[src/rtl/sic_pkg.sv]
`timescale 1ns/1ps
package sic_pkg;
  localparam logic [3:0] RG_GLOBAL = 4'd0;
  localparam logic [3:0] RG_POL    = 4'd1;
  localparam logic [3:0] RG_TRIG   = 4'd2;
  localparam logic [3:0] RG_DUAL   = 4'd3;
  localparam logic [3:0] RG_MASK   = 4'd4;
  localparam logic [3:0] RG_PIN    = 4'd5;
  localparam logic [3:0] RG_MAP    = 4'd6;

  localparam logic [7:0] GI_CFG    = 8'd0;
  localparam logic [7:0] GI_SETEN  = 8'd1;
  localparam logic [7:0] GI_CLREN  = 8'd2;
  localparam logic [7:0] GI_TRIGGR = 8'd3;
  localparam int         GI_PEND0  = 8;

  typedef struct packed {
    logic        setMask;
    logic        clrMask;
    logic        wedgeSet;
    logic        wedgeClr;
    logic        wrPol;
    logic        wrTrig;
    logic        wrDual;
    logic        wrPin;
    logic        wrMap;
    logic [7:0]  idx;
    logic [31:0] data;
  } sicStrobe_t;
endpackage

[src/rtl/sic_ctrl.sv]
`timescale 1ns/1ps
module sic_ctrl
  import sic_pkg::*;
#(
  parameter int N = 32
) (
  input  logic        wrEn,
  input  logic [11:0] wrAddr,
  input  logic [31:0] wrData,
  output sicStrobe_t  st
);
  logic [3:0] region;
  logic [7:0] dataIdx;
  logic [7:0] addrIdx;
  logic       dataOk;
  logic       addrOk;

  assign region  = wrAddr[11:8];
  assign addrIdx = wrAddr[7:0];
  assign dataIdx = wrData[7:0];
  assign dataOk  = ({1'b0, dataIdx} < 9'(N));
  assign addrOk  = ({1'b0, addrIdx} < 9'(N));

  always_comb begin
    st      = '0;
    st.data = wrData;
    st.idx  = (region == RG_GLOBAL) ? dataIdx : addrIdx;
    if (wrEn) begin
      unique case (region)
        RG_GLOBAL: begin
          if (addrIdx == GI_SETEN)  st.setMask = dataOk;
          if (addrIdx == GI_CLREN)  st.clrMask = dataOk;
          if (addrIdx == GI_TRIGGR) begin
            st.wedgeSet = dataOk &  wrData[31];
            st.wedgeClr = dataOk & ~wrData[31];
          end
        end
        RG_POL:  st.wrPol  = addrOk;
        RG_TRIG: st.wrTrig = addrOk;
        RG_DUAL: st.wrDual = addrOk;
        RG_PIN:  st.wrPin  = addrOk;
        RG_MAP:  st.wrMap  = addrOk;
        default: ;
      endcase
    end
  end
endmodule

[src/rtl/sic_datapath.sv]
`timescale 1ns/1ps
module sic_datapath
  import sic_pkg::*;
#(
  parameter int N     = 32,
  parameter int NT    = 4,
  parameter int PIN_W = 6
) (
  input  logic          clk,
  input  logic          rstN,
  input  sicStrobe_t    st,
  input  logic [N-1:0]  srcIn,
  input  logic [11:0]   rdAddr,
  input  logic [31:0]   cfgWord,
  output logic [31:0]   rdData,
  output logic [NT-1:0] irqOut,
  output logic [N-1:0]  pendVec,
  output logic [N-1:0]  maskVec
);
  localparam int W = (N + 31) / 32;

  logic [N-1:0] sync1, sync2, prevIn;
  logic [N-1:0] pol, trig, dual, edgeP, pinEn, edgeHit, eligible;
  logic [PIN_W-1:0] pinNum [N];
  logic [NT-1:0]    mapArr [N];
  logic [NT-1:0]    mapWr;
  logic [NT-1:0]    mapLow;
  logic [W*32-1:0]  pendPad;

  assign mapWr  = st.data[NT-1:0];
  assign mapLow = mapWr & (~mapWr + NT'(1));

  always_comb begin
    for (int i = 0; i < N; i++) begin
      logic riseE, fallE;
      riseE = sync2[i] & ~prevIn[i];
      fallE = ~sync2[i] & prevIn[i];
      edgeHit[i]  = trig[i] & (dual[i] ? (riseE | fallE) : (pol[i] ? riseE : fallE));
      pendVec[i]  = trig[i] ? edgeP[i] : ~(sync2[i] ^ pol[i]);
      eligible[i] = pendVec[i] & maskVec[i] & pinEn[i];
    end
  end

  always_ff @(posedge clk or negedge rstN) begin
    if (!rstN) begin
      sync1 <= '0; sync2 <= '0; prevIn <= '0;
      pol <= '1; trig <= '0; dual <= '0; maskVec <= '0; edgeP <= '0; pinEn <= '0;
      for (int i = 0; i < N; i++) begin
        pinNum[i] <= '0;
        mapArr[i] <= '0;
      end
    end else begin
      sync1  <= srcIn;
      sync2  <= sync1;
      prevIn <= sync2;
      for (int i = 0; i < N; i++) begin
        if (st.idx == 8'(i)) begin
          if (st.setMask) maskVec[i] <= 1'b1;
          if (st.clrMask) maskVec[i] <= 1'b0;
          if (st.wrPol)   pol[i]     <= st.data[0];
          if (st.wrTrig)  trig[i]    <= st.data[0];
          if (st.wrDual)  dual[i]    <= st.data[0];
          if (st.wrPin) begin
            pinEn[i]  <= st.data[31];
            pinNum[i] <= st.data[PIN_W-1:0];
          end
          if (st.wrMap)   mapArr[i]  <= mapLow;
        end
        if (edgeHit[i] || (st.wedgeSet && st.idx == 8'(i)))
          edgeP[i] <= 1'b1;
        else if (st.wedgeClr && st.idx == 8'(i))
          edgeP[i] <= 1'b0;
      end
    end
  end

  always_comb begin
    irqOut = '0;
    for (int i = 0; i < N; i++)
      for (int t = 0; t < NT; t++)
        irqOut[t] = irqOut[t] | (eligible[i] & mapArr[i][t]);
  end

  always_comb begin
    pendPad          = '0;
    pendPad[N-1:0]   = pendVec;
  end

  always_comb begin
    rdData = '0;
    if (rdAddr[11:8] == RG_GLOBAL) begin
      if (rdAddr[7:0] == GI_CFG) rdData = cfgWord;
      for (int w = 0; w < W; w++)
        if (rdAddr[7:0] == 8'(GI_PEND0 + w)) rdData = pendPad[w*32 +: 32];
    end else begin
      for (int i = 0; i < N; i++) begin
        if (rdAddr[7:0] == 8'(i)) begin
          unique case (rdAddr[11:8])
            RG_POL:  rdData[0] = pol[i];
            RG_TRIG: rdData[0] = trig[i];
            RG_DUAL: rdData[0] = dual[i];
            RG_MASK: rdData[0] = maskVec[i];
            RG_PIN: begin
              rdData[31]        = pinEn[i];
              rdData[PIN_W-1:0] = pinNum[i];
            end
            RG_MAP:  rdData[NT-1:0] = mapArr[i];
            default: ;
          endcase
        end
      end
    end
  end

  for (genvar i = 0; i < N; i++) begin : g_chk
    assert_enable_set_R3: assert property (@(posedge clk) disable iff (!rstN)
      (st.setMask && st.idx == 8'(i)) |=> maskVec[i]);
    assert_enable_clear_R3: assert property (@(posedge clk) disable iff (!rstN)
      (st.clrMask && st.idx == 8'(i)) |=> !maskVec[i]);
    assert_trigger_raise_R7: assert property (@(posedge clk) disable iff (!rstN)
      (st.wedgeSet && st.idx == 8'(i)) |=> edgeP[i]);
    assert_single_target_R8: assert property (@(posedge clk) disable iff (!rstN)
      $onehot0(mapArr[i]));
  end
endmodule

[src/rtl/sic_top.sv]
`timescale 1ns/1ps
module sic_top
  import sic_pkg::*;
#(
  parameter int CFG_K = 3,
  parameter int NT    = 4,
  parameter int PIN_W = 6,
  localparam int N    = 8 * (CFG_K + 1)
) (
  input  logic          clk,
  input  logic          rstN,
  input  logic [N-1:0]  srcIn,
  input  logic          wrEn,
  input  logic [11:0]   wrAddr,
  input  logic [31:0]   wrData,
  input  logic [11:0]   rdAddr,
  output logic [31:0]   rdData,
  output logic [NT-1:0] irqOut,
  output logic [N-1:0]  pendVec,
  output logic [31:0]   cfgWord
);
  sicStrobe_t   st;
  logic [N-1:0] maskVec;

  assign cfgWord = {16'h0, 8'(NT), 8'(CFG_K)};

  sic_ctrl #(.N(N)) u_ctrl (
    .wrEn(wrEn), .wrAddr(wrAddr), .wrData(wrData), .st(st)
  );

  sic_datapath #(.N(N), .NT(NT), .PIN_W(PIN_W)) u_dp (
    .clk(clk), .rstN(rstN), .st(st), .srcIn(srcIn), .rdAddr(rdAddr),
    .cfgWord(cfgWord), .rdData(rdData), .irqOut(irqOut),
    .pendVec(pendVec), .maskVec(maskVec)
  );

  assert_quiet_when_disabled_R10: assert property (@(posedge clk) disable iff (!rstN)
    (maskVec == '0) |-> (irqOut == '0));
endmodule

[config.mk]
export PLATFORM = sky130hd
export DESIGN_NAME = sic_top
export DESIGN_NICKNAME = d
export VERILOG_FILES = /design/src/rtl/sic_pkg.sv /design/src/rtl/sic_ctrl.sv /design/src/rtl/sic_datapath.sv /design/src/rtl/sic_top.sv
export SDC_FILE = /design/constraint.sdc
export NUM_CORES = 1
export LEC_CHECK = 0
export BUFFER_PORTS_ARGS = -buffer_cell sky130_fd_sc_hd__buf_2
export CORE_ASPECT_RATIO = 0.7
export CORE_UTILIZATION = 56
export DETAILED_ROUTE_END_ITERATION = 8
export GPL_TIMING_DRIVEN = 0
export PLACE_DENSITY = 0.77
export SYNTH_ARGS = -nofsm -noshare
export SYNTH_HDL_FRONTEND = slang
export SYNTH_SLANG_ARGS = --single-unit
[constraint.sdc]
create_clock -name clk -period 1.93 [get_ports clk]
set_input_delay 0 -clock clk [delete_from_list [all_inputs] [get_ports clk]]
set_output_delay 0 -clock clk [all_outputs]
set_load 0.02 [all_outputs]
==> results.tsv, run 1 <==
metric	value	unit
CTS Buf Count	59	
Yosys Warn Count	0	
largest net degree at the start of global routing	128	
Cell Area, Synth	31400	µm²
io pins	191	
H-Tree Depth	2	
Yosys cell types	82	
Max clock buf depth	3	
Initial Util	56.8	%
Synth area leader	dfrtp_1	
Async S/R FF share, synth	100	%
GRT Total Usage	76.2	%
First Err	[ERROR GRT-0232] Routing congestion too high. Check the congestion heatmap in the GUI.	
outcome	stopped before the end	
IO buf count	129	
Die Width	285	µm
die height	200	µm
dpl hpwl	117000	µm
root buffer cell	clkbuf_16	
GP Congestion	1.17	
Place WS	-2.44	ns
Remaining Overflow, GRT	119	
Crit. endpoint post-GRT repair	irqOut[3]	
Failed at	5_1_grt	
row count	72	
clk sink count	608	
top-area cell type share of the netlist area	45.9	%
sequential share of the synthesized area	48.6	%
Cells after Synth	2906	
Area after DPL	34600	µm²
kind of the worst endpoint	top-level output	
Post-synth top flop	dfrtp_1	
flops & latches, synth	608	
synth top area cells	dfrtp_1 46%, mux2_2 14%, a22oi_1 3.2%, dfstp_2 2.7%, nor2_1 2.6%	
Syn Area/Cell	10.8	µm²
number of synthesized flops with an enable pin	0	
[cells by family after synthesis]
group | count (synthesis) | synth area share (%)
AO/OA/AOI/OAI | 623 | 13.5
XOR/XNOR | 33 | 0.920
adder cells (fa/ha/maj) | 64 | 2.55
buffers and inverters | 295 | 4.03
flip-flops | 608 | 48.6
multiplexers | 480 | 17.2
other | 2 | 0.0239
AND/OR/NAND/NOR | 801 | 13.2
[synth_stat cells, types with 25 or more instances]
cell	number
dfrtp_1	576
mux2_2	402
nor2_1	218
nand2_1	217
a22oi_1	133
o21ai_0	128
clkbuf_1	125
a21oi_1	115
inv_1	91
nand3_1	77
ha_1	64
and3_1	46
nand4_1	45
mux2_1	38
nor3_1	38
mux2i_1	36
buf_4	32
dfstp_2	32
o211ai_1	32
xor2_1	32
a31oi_1	31
nor2b_1	26
a22o_1	25
buf_2	25
[routing by layer]
layer	overflow	global-route usage (%)
met3	4	67.1
met2	46	87.1
met1	1	79.2
met4	68	66.0
met5	0	48.8
[stage by stage]
stage	std cells	utilization (%)	hold slack [ns]
2_1_floorplan	2936	-	-0.296
3_3_place_gp	3805	62.2	0.108
3_5_place_dp	3813	62.6	-0.135
4_1_cts	4200	76.0	0.000118
[timing repair]
| action | 4_1_cts |
|---|---|
| hold endpoints to repair | 415 |
| hold buffers | 73 |
| gates resized for setup | 658 |
| cloned | 1 |
| buffers inserted | 208 |
| pin swaps | 127 |
| setup endpoints to repair | 564 |
==> run 2, diff against run 1 <==
CORE_ASPECT_RATIO = not set   (was 0.7)
CORE_UTILIZATION = 40   (was 56)
PLACE_DENSITY = not set   (was 0.77)
PLACE_DENSITY_LB_ADDON = 0.15   (was not set)
clock period = 2.51 ns   (was 1.93 ns; I/O delays follow)
==> results.tsv, run 2 <==
metric	value	unit	change
outcome	finished with violations		
violated checks	setup timing		
DRT Pass-1 Iters	6		
WHS	0.0141	ns	
Rel. slew slack	15.9	%	
Cell Area, Synth	31400	µm²	unchanged
Worst-Margin Slew	1.26	ns	
TritonCTS clock tree	done		
Power, Total	23.1	mW	
detailed router's first-iteration violation count	3295		
die height	282	µm	+41%
Synth area leader	dfrtp_1		
top-area cell type share of the netlist area	45.9	%	unchanged
synth top area cells	dfrtp_1 46%, mux2_2 14%, a22oi_1 3.2%, dfstp_2 2.7%, nor2_1 2.6%		
initial antenna violation count	8		
clk sink count	608		unchanged
IO buf count	129		unchanged
Area Growth Syn to Fin	26.8	%	
Remaining Overflow, GRT	0		
Max Clk Rate	0.318	GHz	
Largest Register	u_dp.pinNum		
H-Tree Depth	3		+1
count leader, synth	dfrtp_1		
P_int	17.0	mW	
Syn Area/Cell	10.8	µm²	unchanged
post-route ant nets	0		
Gate power share	7.7	%	
GRT Total Usage	41.9	%	
Nets	3470		
Cells after Synth	2906		unchanged
Max VDD drop	0.551	mV	
r2r worst-path depth	6		
post-layout instance area	39800	µm²	
Sw Pwr	6.09	mW	
GP Congestion	1.08		-7.7%
max FFs per register	192		
startpoint type of the worst setup path	input pin		
Initial Util	40.5	%	-16 points
Place WS	-2.76	ns	-0.315 ns
Clock transition at path regs	0.06	ns	
PwrDens	580	nW/µm²	
flops & latches, synth	608		unchanged
first-pass GRT wire length	227000	µm	
Leak	17.8	nW	
Post-synth top flop	dfrtp_1		
area of the die	79600	µm²	
final-report max-slew violation count	0		
row count	102		+42%
DRC	0		
worst skew pair latency	0.65	ns	
setup TNS	-4.38	ns	
final worst setup slack	-0.638	ns	
Max clock buf depth	3		unchanged
CP max stage delay	0.52	ns	
io pins	191		unchanged
Layout fillers	7051		
final hold violations	0		
DR vias/cell	6.35		
CTS Buf Count	74		+25%
crit path max fanout	10		
Final setup violation count	11		
detailed-route via count	28100		
Async S/R FF share, synth	100	%	unchanged
switch share	26.4	%	
Area after DPL	33700	µm²	-2.7%
top cells by count, synth	576 x dfrtp_1, 402 x mux2_2, 218 x nor2_1		
Crit. End Element	output port		
Core ar.	77600	µm²	
largest net degree at the start of global routing	116		
FF-to-FF setup slack	0.85	ns	
unrepaired setup endpoints after global routing	true		
number of synthesized flops with an enable pin	0		unchanged
Die Width	282	µm	-1.0%
wire length per cell	37.6	µm	
Crit path arrival time	3.15	ns	
biggest regs	u_dp.pinNum x192, u_dp.mapArr x128		
Worst Path Required	2.51	ns	
power share of the sequential group	43.1	%	
most frequent cells in the layout	573 x dfrtp_1, 400 x mux2_2, 202 x nand2_1		
root buffer cell	clkbuf_16		
vias in the first global route	27500		
Worst Skew	0.0159	ns	
sequential share of the synthesized area	48.6	%	unchanged
placed insts	4118		+8.0%
Clock Power Share	49.2	%	
Yosys Warn Count	0		unchanged
Crit path top cell by count	buf_2		
Final Non-Filler Cells	4418		
CP Class	in -> out		
final core utilization	51.3	%	
Hold Path Stages	2		
Tmin final	3.15	ns	
worst hold path type	in -> reg		
commonest non-fill, non-tap cell in the layout	dfrtp_1		
Yosys cell types	82		unchanged
max cap viols	0		
dpl hpwl	126000	µm	+7.5%
Routed WL	166000	µm	
period utilization	125	%	
worst-path cell with the longest stage delay	nor4b_4		
Critical Path, Cell by Cell	buf_2, buf_4, nor4b_4, buf_2, a22oi_1, a41oi_1, o22ai_1, a21oi_1, o21ai_4, o211ai_1, a221o_2, buf_6		
layout cells sized above 1	36.4	%	
## run 2: cell counts after synthesis
No cell type changed its count.
## run 2: final cells by class
cell class	count	area (µm²)	share of cell area, %
tap	1040	1300	3.27
buffer	200	1300	3.26
clock buffer	103	2050	5.15
antenna	2	5.00	0.0126
multi-input combinational	2033	16500	41.4
clock inverter	34	473	1.19
sequential	608	15300	38.3
timing repair buffer	307	2610	6.57
inverter	91	344	0.864
## run 2: path summary, 6_finish.rpt
check / startpoint / endpoint
max: rdAddr[8] / rdData[0]
min: srcIn[31] / u_dp.sync1[31]$_DFF_PN0_
max reg2reg: u_dp.sync2[14]$_DFF_PN0_ / u_dp.edgeP[14]$_DFFE_PN0P_
min reg2reg: u_dp.sync1[12]$_DFF_PN0_ / u_dp.sync2[12]$_DFF_PN0_
max in group asynchronous: rstN / u_dp.pol[0]$_DFFE_PN1P_
min in group asynchronous: rstN / u_dp.pinNum[118]$_DFFE_PN0P_
## run 2: what timing repair did
item	in CTS	in global routing
setup buffers	62	33
gates resized for setup	497	79
setup endpoints to repair	297	208
pin swaps	69	53
hold endpoints to repair	128	0
hold buffers	70	0
## run 2: cell families (layout without fill, tap and decap cells)
group	after synthesis	after routing	share of synthesized area, %
AND/OR/NAND/NOR	801	801	13.2
buffers and inverters	295	735	4.03
AO/OA/AOI/OAI	623	623	13.5
other	2	34	0.0239
XOR/XNOR	33	33	0.920
multiplexers	480	480	17.2
flip-flops	608	608	48.6
adder cells (fa/ha/maj)	64	64	2.55
## run 2: critical path, delay by kind of cell
family	cells	cell delay, ns
compound gates	7	1.61
simple gates	1	0.52
buf+inv	4	1.00
## run 2: metal layers
metal | part of all wire (%) | GRT usage [%] | wire length, µm | up-vias
met5 | 0.039 | 0 | 65 | -
met3 | 8.4 | 9.37 | 14000 | 556
li1 | - | - | - | 11400
met4 | 8.7 | 30.5 | 14500 | 10
met1 | 39 | 53.2 | 65600 | 14500
met2 | 43 | 63.0 | 72100 | 1647
## run 2: power by group through the flow
stage | combinational (mW) | clock [mW] | sequential, mW
after CTS | 1.71 | 11.4 | 9.95
after global placement | 1.43 | 0 | 10.1
after global routing | 1.85 | 11.8 | 9.96
after detailed placement | 1.49 | 0 | 10.1
after floorplan | 0.620 | 0 | 10.1
final | 1.77 | 11.4 | 9.95
No activity file was read; power rests on OpenSTA's default activity.
